**config.mk**
```make
export PLATFORM = sky130hd
export DESIGN_NAME = event_gate_framer
export DESIGN_NICKNAME = d
export VERILOG_FILES = /design/src/rtl/egf_pkg.sv /design/src/rtl/egf_gather.sv /design/src/rtl/egf_judge.sv /design/src/rtl/egf_emit.sv /design/src/rtl/event_gate_framer.sv
export SDC_FILE = /design/constraint.sdc
export NUM_CORES = 1
export LEC_CHECK = 0
export BUFFER_PORTS_ARGS = -buffer_cell sky130_fd_sc_hd__clkbuf_2
export CAP_MARGIN = 20
export CORE_MARGIN = 2
export CORE_UTILIZATION = 66
export CTS_CLUSTER_DIAMETER = 120
export DETAILED_ROUTE_END_ITERATION = 6
export PLACE_DENSITY_LB_ADDON = 0.25
export SYNTH_ARGS = -nofsm -noshare
export SYNTH_HDL_FRONTEND = slang
export SYNTH_SLANG_ARGS = --single-unit
```
**constraint.sdc**
```tcl
create_clock -name clk -period 7.05 [get_ports clk]
set_input_delay 1.41 -clock clk [delete_from_list [all_inputs] [get_ports clk]]
set_output_delay 1.41 -clock clk [all_outputs]
set_load 0.02 [all_outputs]
```
**src/rtl/egf_pkg.sv**
```systemverilog
package egf_pkg;
  typedef enum logic [1:0] {PH_FILL, PH_JUDGE, PH_SEND} phase_t;
  typedef enum logic [2:0] {SL_HID, SL_HTS, SL_PAY, SL_FBD, SL_FCT} slot_t;
endpackage

```
**src/rtl/egf_gather.sv**
```systemverilog
module egf_gather #(
  parameter int DW    = 32,
  parameter int DEPTH = 16,
  localparam int AW   = (DEPTH > 1) ? $clog2(DEPTH) : 1,
  localparam int CW   = $clog2(DEPTH + 1)
) (
  input  logic          clk,
  input  logic          rst_n,
  input  logic          en,
  input  logic          clr,
  input  logic          in_valid,
  input  logic [DW-1:0] in_data,
  input  logic          in_last,
  output logic          done,
  output logic [CW-1:0] count,
  input  logic [AW-1:0] rd_addr,
  output logic [DW-1:0] rd_data
);
  logic [DW-1:0] mem [DEPTH];
  logic [CW-1:0] cnt;
  logic          take, keep;

  assign take  = en && in_valid;
  assign keep  = take && (in_data != '0) && (cnt < CW'(DEPTH));
  assign done  = take && in_last;
  assign count = cnt;
  assign rd_data = mem[rd_addr];

  always_ff @(posedge clk) begin
    if (keep) mem[cnt[AW-1:0]] <= in_data;
  end

  always_ff @(posedge clk) begin
    if (!rst_n)    cnt <= '0;
    else if (clr)  cnt <= '0;
    else if (keep) cnt <= cnt + CW'(1);
  end


  cap_limit_chk: assert property (@(posedge clk) disable iff (!rst_n)
    cnt <= CW'(DEPTH));

  zero_skip_chk: assert property (@(posedge clk) disable iff (!rst_n)
    (take && in_data == '0 && !clr) |=> $stable(cnt));
endmodule

```
**src/rtl/egf_judge.sv**
```systemverilog
module egf_judge #(
  parameter int WIN = 3000,
  parameter int TW  = 32,
  localparam int CNW = $clog2(WIN + 1)
) (
  input  logic          clk,
  input  logic          rst_n,
  input  logic          arm,
  input  logic          in_trig,
  input  logic          in_ok,
  input  logic [TW-1:0] ts,
  output logic          pass,
  output logic          expire,
  output logic [TW-1:0] trig_ts
);
  logic           active, trig_seen, ok_seen;
  logic [CNW-1:0] tcnt;
  logic [TW-1:0]  ts_hold;

  assign pass    = active && (trig_seen || in_trig) && (ok_seen || in_ok);
  assign expire  = active && !pass && (tcnt == CNW'(WIN - 1));
  assign trig_ts = trig_seen ? ts_hold : ts;

  always_ff @(posedge clk) begin
    if (!rst_n) begin
      active <= 1'b0; trig_seen <= 1'b0; ok_seen <= 1'b0;
      tcnt <= '0; ts_hold <= '0;
    end else if (arm) begin
      active <= 1'b1; trig_seen <= 1'b0; ok_seen <= 1'b0; tcnt <= '0;
    end else if (active) begin
      if (pass || expire) active <= 1'b0;
      tcnt <= tcnt + CNW'(1);
      if (in_ok) ok_seen <= 1'b1;
      if (in_trig && !trig_seen) begin
        trig_seen <= 1'b1;
        ts_hold   <= ts;
      end
    end
  end


  win_bound_chk: assert property (@(posedge clk) disable iff (!rst_n)
    active |-> (tcnt < CNW'(WIN)));

  arm_idle_chk: assert property (@(posedge clk) disable iff (!rst_n)
    arm |-> !active);

  first_trig_chk: assert property (@(posedge clk) disable iff (!rst_n)
    (active && trig_seen && !arm) |=> $stable(ts_hold));
endmodule

```
**src/rtl/egf_emit.sv**
```systemverilog
module egf_emit
  import egf_pkg::*;
#(
  parameter int DW    = 32,
  parameter int DEPTH = 16,
  localparam int AW   = (DEPTH > 1) ? $clog2(DEPTH) : 1,
  localparam int CW   = $clog2(DEPTH + 1)
) (
  input  logic          clk,
  input  logic          rst_n,
  input  logic          start,
  input  logic [DW-1:0] hdr0,
  input  logic [DW-1:0] hdr1,
  input  logic [DW-1:0] ftr0,
  input  logic [DW-1:0] ftr1,
  input  logic [CW-1:0] count,
  output logic [AW-1:0] rd_addr,
  input  logic [DW-1:0] rd_data,
  output logic          m_valid,
  input  logic          m_ready,
  output logic [DW-1:0] m_data,
  output logic          m_last,
  output logic          done
);
  slot_t         slot;
  logic          busy;
  logic [AW-1:0] idx;
  logic          step;

  assign step    = busy && m_ready;
  assign m_valid = busy;
  assign m_last  = busy && (slot == SL_FCT);
  assign done    = step && (slot == SL_FCT);
  assign rd_addr = idx;

  always_comb begin
    case (slot)
      SL_HID:  m_data = hdr0;
      SL_HTS:  m_data = hdr1;
      SL_PAY:  m_data = rd_data;
      SL_FBD:  m_data = ftr0;
      default: m_data = ftr1;
    endcase
  end

  always_ff @(posedge clk) begin
    if (!rst_n) begin
      busy <= 1'b0; slot <= SL_HID; idx <= '0;
    end else if (start) begin
      busy <= 1'b1; slot <= SL_HID; idx <= '0;
    end else if (step) begin
      case (slot)
        SL_HID: slot <= SL_HTS;
        SL_HTS: slot <= (count == '0) ? SL_FBD : SL_PAY;
        SL_PAY: begin
          if ((CW'(idx) + CW'(1)) == count) slot <= SL_FBD;
          idx <= idx + AW'(1);
        end
        SL_FBD: slot <= SL_FCT;
        default: busy <= 1'b0;
      endcase
    end
  end


  stall_hold_chk: assert property (@(posedge clk) disable iff (!rst_n)
    (m_valid && !m_ready) |=> (m_valid && $stable(m_data) && $stable(m_last)));

  start_idle_chk: assert property (@(posedge clk) disable iff (!rst_n)
    start |-> !busy);
endmodule

```
**src/rtl/event_gate_framer.sv**
```systemverilog
module event_gate_framer
  import egf_pkg::*;
#(
  parameter int DW       = 32,
  parameter int BW       = 8,
  parameter int DEPTH    = 16,
  parameter int WIN_CYC  = 3000,
  parameter logic [15:0] PKT_ID = 16'hE7A5,
  localparam int HW      = DW / 2,
  localparam int AW      = (DEPTH > 1) ? $clog2(DEPTH) : 1,
  localparam int CW      = $clog2(DEPTH + 1)
) (
  input  logic          clk,
  input  logic          rst_n,
  input  logic          ev_valid,
  output logic          ev_ready,
  input  logic [DW-1:0] ev_data,
  input  logic          ev_last,
  input  logic [BW-1:0] board_id,
  input  logic          glb_trig,
  input  logic          data_ok,
  input  logic          mode_global,
  input  logic [DW-1:0] ts_count,
  output logic          pk_valid,
  input  logic          pk_ready,
  output logic [DW-1:0] pk_data,
  output logic          pk_last
);
  phase_t        phase;
  logic          fill_done, arm, pass, expire, snd_start, snd_done, clr;
  logic [CW-1:0] kept;
  logic [AW-1:0] rd_addr;
  logic [DW-1:0] rd_data, trig_ts, pkt_ts;
  logic [HW-1:0] evnum;
  logic [BW-1:0] board_q;

  assign ev_ready  = (phase == PH_FILL);
  assign arm       = fill_done && mode_global;
  assign snd_start = (fill_done && !mode_global) || ((phase == PH_JUDGE) && pass);
  assign clr       = snd_done || ((phase == PH_JUDGE) && expire);

  egf_gather #(.DW(DW), .DEPTH(DEPTH)) u_gather (
    .clk(clk), .rst_n(rst_n), .en(phase == PH_FILL), .clr(clr),
    .in_valid(ev_valid), .in_data(ev_data), .in_last(ev_last),
    .done(fill_done), .count(kept), .rd_addr(rd_addr), .rd_data(rd_data)
  );

  egf_judge #(.WIN(WIN_CYC), .TW(DW)) u_judge (
    .clk(clk), .rst_n(rst_n), .arm(arm), .in_trig(glb_trig), .in_ok(data_ok),
    .ts(ts_count), .pass(pass), .expire(expire), .trig_ts(trig_ts)
  );

  egf_emit #(.DW(DW), .DEPTH(DEPTH)) u_emit (
    .clk(clk), .rst_n(rst_n), .start(snd_start),
    .hdr0({PKT_ID[HW-1:0], evnum}), .hdr1(pkt_ts),
    .ftr0(DW'(board_q)), .ftr1(DW'(kept)), .count(kept),
    .rd_addr(rd_addr), .rd_data(rd_data),
    .m_valid(pk_valid), .m_ready(pk_ready), .m_data(pk_data),
    .m_last(pk_last), .done(snd_done)
  );

  always_ff @(posedge clk) begin
    if (!rst_n) begin
      phase <= PH_FILL; evnum <= '0; pkt_ts <= '0; board_q <= '0;
    end else begin
      case (phase)
        PH_FILL: if (fill_done) begin
          board_q <= board_id;
          if (mode_global) phase <= PH_JUDGE;
          else begin
            phase  <= PH_SEND;
            pkt_ts <= ts_count;
          end
        end
        PH_JUDGE: if (pass) begin
          phase  <= PH_SEND;
          pkt_ts <= trig_ts;
        end else if (expire) phase <= PH_FILL;
        default: if (snd_done) begin
          phase <= PH_FILL;
          evnum <= evnum + HW'(1);
        end
      endcase
    end
  end


  evnum_hold_chk: assert property (@(posedge clk) disable iff (!rst_n)
    !snd_done |=> $stable(evnum));

  busy_block_chk: assert property (@(posedge clk) disable iff (!rst_n)
    pk_valid |-> !ev_ready);

  drop_silent_chk: assert property (@(posedge clk) disable iff (!rst_n)
    ((phase == PH_JUDGE) && expire) |=> (!pk_valid && ev_ready));

  board_hold_chk: assert property (@(posedge clk) disable iff (!rst_n)
    (phase != PH_FILL) |=> $stable(board_q));
endmodule

```
Word level (Yosys, flattened, before mapping). Memory sizes are Yosys's and may differ from the RTL's. A register that Yosys moved wholly into a read port is not among the register bits. Index checks and enable logic that the tools add are counted. Widths: inputs -> output; s select.

Register bits after elaboration: 118. RAM bits: 512. Input port bits: 80. Output and inout port bits: 35. Memories kept: 1.

$add $sub $neg: 5. Magnitude comparators: 1. Eq/ne operators: 13. Mux-type cells: 25. Bitwise operators: 3. Reduce and logical (&&, ||, !) cells: 47.

Memories: u_gather.mem (words 16, bits a word 32, rd ports 1, clocked after memory_dff 1, write ports 1, RTL line egf_gather.sv:19) `logic [DW-1:0] mem [DEPTH];`.

Operators with widths (number): $mux 32 (4); $pmux 32 s4 (1); $pmux 32 s2 (1); $reduce_bool 32->1 (1); $add 16x1->16 const B (1); $logic_and 1x1->1 (16); $add 12x1->12 const B (1); $eq 12x12->1 const B (1); $pmux 3 s4 (1); $reduce_and 2->1 (6); $mux 2 (5); $mux 1 (9); $reduce_and 3->1 (3); $mux 4 (2); $reduce_or 2->1 (4); $eq 3x2->1 const B (2); $ne 2x2->1 const B (3); $add 4x1->5 const B (1); $add 5x1->5 const B (1); $eq 5x5->1 (1); $logic_not 5->1 (1); $logic_or 1x1->1 (5); $lt 5x5->1 const B (1); $add 4x1->4 const B (1); 16 further kinds (22).

Logic depth before layout (Yosys ltp).
Depth in word-level cells: 10. Depth in mapped cells: 8. Gate-level depth less buffers: 5.

Cells and area by module. A second synthesis with hierarchy kept.

Cell total of the unflattened synthesis: 1428. Area total of the unflattened synthesis: 26375.3 um2.

By module, submodules not included: egf_gather (times used 1, cells an instance 772, area an instance 19785.2 um2, sequential area each 15474.8 um2); event_gate_framer (times used 1, cells an instance 273, area an instance 2723.9 um2, sequential area each 1161.1 um2); egf_judge (times used 1, cells an instance 253, area an instance 2247.2 um2, sequential area each 940.9 um2); egf_emit (times used 1, cells an instance 130, area an instance 1619.1 um2, sequential area each 160.2 um2).

Worst setup path after synthesis. OpenSTA, ideal clock, no wires.

Kind: input -> register. Start point: input port ev_valid. End point: memory u_gather.mem[11][0] (enable). Library setup time: 461 ps. Arrival time: 4002 ps. Data required time: 6589 ps. Setup slack: 2587 ps. Stages on the path: 3. Cells stage by stage: and4_1 o21ai_0 nor3_1.

Cells in the longest elaborated chain, start to end: 5.

RTL lines: start: declaration (RTL line event_gate_framer.sv:15) `input logic ev_valid,`; $logic_and 1x1->1 (RTL line egf_gather.sv:23) `assign take = en && in_valid;`; $logic_and 1x1->1 (2 in series) (RTL line egf_gather.sv:24) `assign keep = take && (in_data != '0) && (cnt < CW'(DEPTH));`; $mux 1 (RTL line egf_gather.sv:30) `if (keep) mem[cnt[AW-1:0]] <= in_data;`; $mux 1 (not written as such) (RTL line egf_gather.sv:30); end: declaration (RTL line egf_gather.sv:19).

No other way between the ends.

==> flow_summary.yaml <==
detailed_routing:
  ant_nets: 0
  routed_via_density: 6.77
  drt_iter0_drc: 1481
  remaining_drc_errors: 0
  routedWlPerCell_um: 28.2
  vias: 14600
  drt-total-wl_um: 60900
  first_pass_iters: 5
power_and_ir_drop:
  power.density_nw_per_um2: 263
  power.leakage_nw: 9.07
  power_mw: 7.42
  ir_drop_mv: 0.222
synthesis:
  synth_cell_types: 59
  synth_area_leaders: "edfxtp_1, mux4_2, dfxtp_1"
  synth_edf_count: 512
  yosysTopAreaCellShare_pct: 60.8
  netlist_area_um2: 25300
  syn_area_per_cell_um2: 16.9
  syn-instance-count: 1495
  synth_nets: 1582
  synth_area_leader_cell: "edfxtp_1"
  ys_seq_area_share_pct: 70.5
  yosys_register_bits: 634
  yosysWarningCount: 0
  ys.flop_type: "edfxtp_1"
  synthArstFlopShare_pct: 0
worst_setup_path:
  cp.arrival_ns: 3.72
  worst_path_most_repeated_cell: "buf_4"
  slowest_delay_ns: 0.91
  path_cells: "buf_4, nand2_1, nor4_2, buf_4, a22oi_1, o2111ai_1, clkbuf_2"
  crit_fanout: 21
  crit_path_start_kind: "register"
  critPathCaptureType: "output port"
  path_class: "register to output port"
  critPathSlowestCell: "nor4_2"
  cp_top_family: "simple AND/OR/NAND/NOR gates"
  crit_buf_inv: 3
  cp.required_ns: 5.64
floorplanning:
  start_util_pct: 67.1
  io_pins: 115
  rows: 71
  die_h_um: 200
  die_w_um: 200
  coreArea_um2: 37700
  die_area_um2: 39900
timing:
  hold_viol_final: 0
  finalSetupViolCount: 0
  finalCritPeriodShare_pct: 72.8
  layout_setup_ws_ns: 1.92
  clock_skew_ns: 0.0229
  worstMarginPinSlew_ns: 1.20
  maxSlewHeadroom_pct: 20.2
  finalSetupTns_ns: 0
  final_max_slew_viol_count: 0
  rsz0062_at_grt: "false"
  fmax_mhz: 195
  fin_crit_ns: 5.13
cells_and_area:
  final_common_cell: "edfxtp_1"
  drive_gt1_share_pct: 24.4
  final_area_um2: 28200
  nets: 1685
  syn2layout_area_growth_pct: 11.5
  seqCellArea_um2: 17800
  final_cells: 2160
  multi_input_area_um2: 7010
  layout_common_cells: "edfxtp_1, mux4_2, nand2_1, dfxtp_1, clkbuf_2"
  n_fill_cell: 2217
clock_network:
  cts_tree: "built"
  clk_path_buf_depth: 3
  ctsHoldBuffers: 0
  cts_setup_buffers: 0
  h-tree-depth: 2
  insertion_delay_ns: 0.61
  cts.clk_slew.worst_paths_ns: 0.06
  cts_root_buf: "clkbuf_16"
  post_cts_resize_count: 0
  cts_buffers: 60
  cts_sinks: 634
min_path:
  holdCritPathClass: "register to register"
global_routing:
  grt_pass1_vias: 14500
  overflow: 0
  grt_pass1_wl_um: 88900
  grt_max_degree: 95
  grt_use_total_pct: 31.1
  antenna_found_initial: 7
placed_design:
  placed_cells: 2044
  io_buffers: 114
  gp_congestion: 0.830
  dpl-instance-area_um2: 26300
  pre_cts_slack_ns: 2.34
  dpl.hpwl_um: 34200
status:
  outcome: "completed"
job:
  cap_viol_max_count: 0
==> flip-flops by register name (all words and copies together), names as in the netlist, named ones only <==
signal             count
u_emit.slot            3
u_judge.trig_seen      1
u_gather.count         5
u_emit.m_valid         1
u_judge.tcnt          12
pkt_ts                32
u_judge.active         1
evnum                 16
u_gather.mem         512
u_judge.ok_seen        1
u_emit.rd_addr         4
u_judge.ts_hold       32
phase                  2
board_q                8
==> final timing paths <==
check / start / end / slack [ns] / cells past startpoint
max: register / pk_data[0] / 1.92 / 7
max reg2reg: phase[1] / u_gather.mem[2][10] / 4.15 / 5
min reg2reg: u_judge.ts_hold[26] / u_judge.ts_hold[26] / 0.45 / 2
min: u_judge.ts_hold[26] / u_judge.ts_hold[26] / 0.45 / 2
==> logic make-up (layout without fill, tap and decap cells) <==
kind of cell | after synthesis | after routing | share of synthesized area [%]
other | 0 | 4 | 0
AO/OA/AOI/OAI | 208 | 208 | 5.64
buffers and inverters | 106 | 256 | 2.04
adder cells (fa/ha/maj) | 7 | 7 | 0.346
flip-flops | 634 | 634 | 70.5
XOR/XNOR | 23 | 23 | 0.797
multiplexers | 209 | 209 | 14.7
AND/OR/NAND/NOR | 308 | 308 | 6.02
==> synth_stat cells, types with 16 or more instances <==
master,n
edfxtp_1,512
mux4_2,128
dfxtp_1,122
nand2_1,118
nor2_1,70
mux2i_1,64
a21oi_1,59
clkbuf_1,47
a211oi_1,44
buf_2,26
a22oi_1,23
o211ai_1,23
mux2_2,17
and3_1,16
==> power breakdown <==
group	internal (mW)	switching, mW	total (mW)
sequential	4.10	0.0296	4.13
clock	1.73	1.32	3.05
combinational	0.0755	0.164	0.239
==> per-stage QoR <==
stage          util (%)  hold slack (ns)
6_report           74.8            0.455
5_1_grt            74.8            0.471
4_1_cts            74.7            0.454
3_5_place_dp       69.7            0.446
3_3_place_gp       69.7            0.441
2_1_floorplan         -            0.433
==> worst min-delay path, cell delays in order, from the launching register on <==
cell,delay [ns]
dfxtp_1,0.31
nand2_1,0.05
a21oi_1,0.05
==> per-layer routing <==
layer | vias up | share of wire (%) | GRT usage (%)
met5 | - | 0.054 | 0
met4 | 6 | 3.8 | 13.3
met3 | 160 | 11 | 8.47
met2 | 938 | 48 | 48.7
met1 | 7322 | 38 | 41.8
li1 | 6195 | - | -
==> area by class of cell <==
type                    count  share of cell area (%)
diodes                      4                  0.0355
clock buffers              88                    6.15
clock inverters            21                   0.448
inverters                   9                   0.120
multi-input cells         755                    24.9
flip-flops and latches    634                    63.2
well taps                 511                    2.27
repair buffers            138                    2.84
No activity file was read; power rests on OpenSTA's default activity.
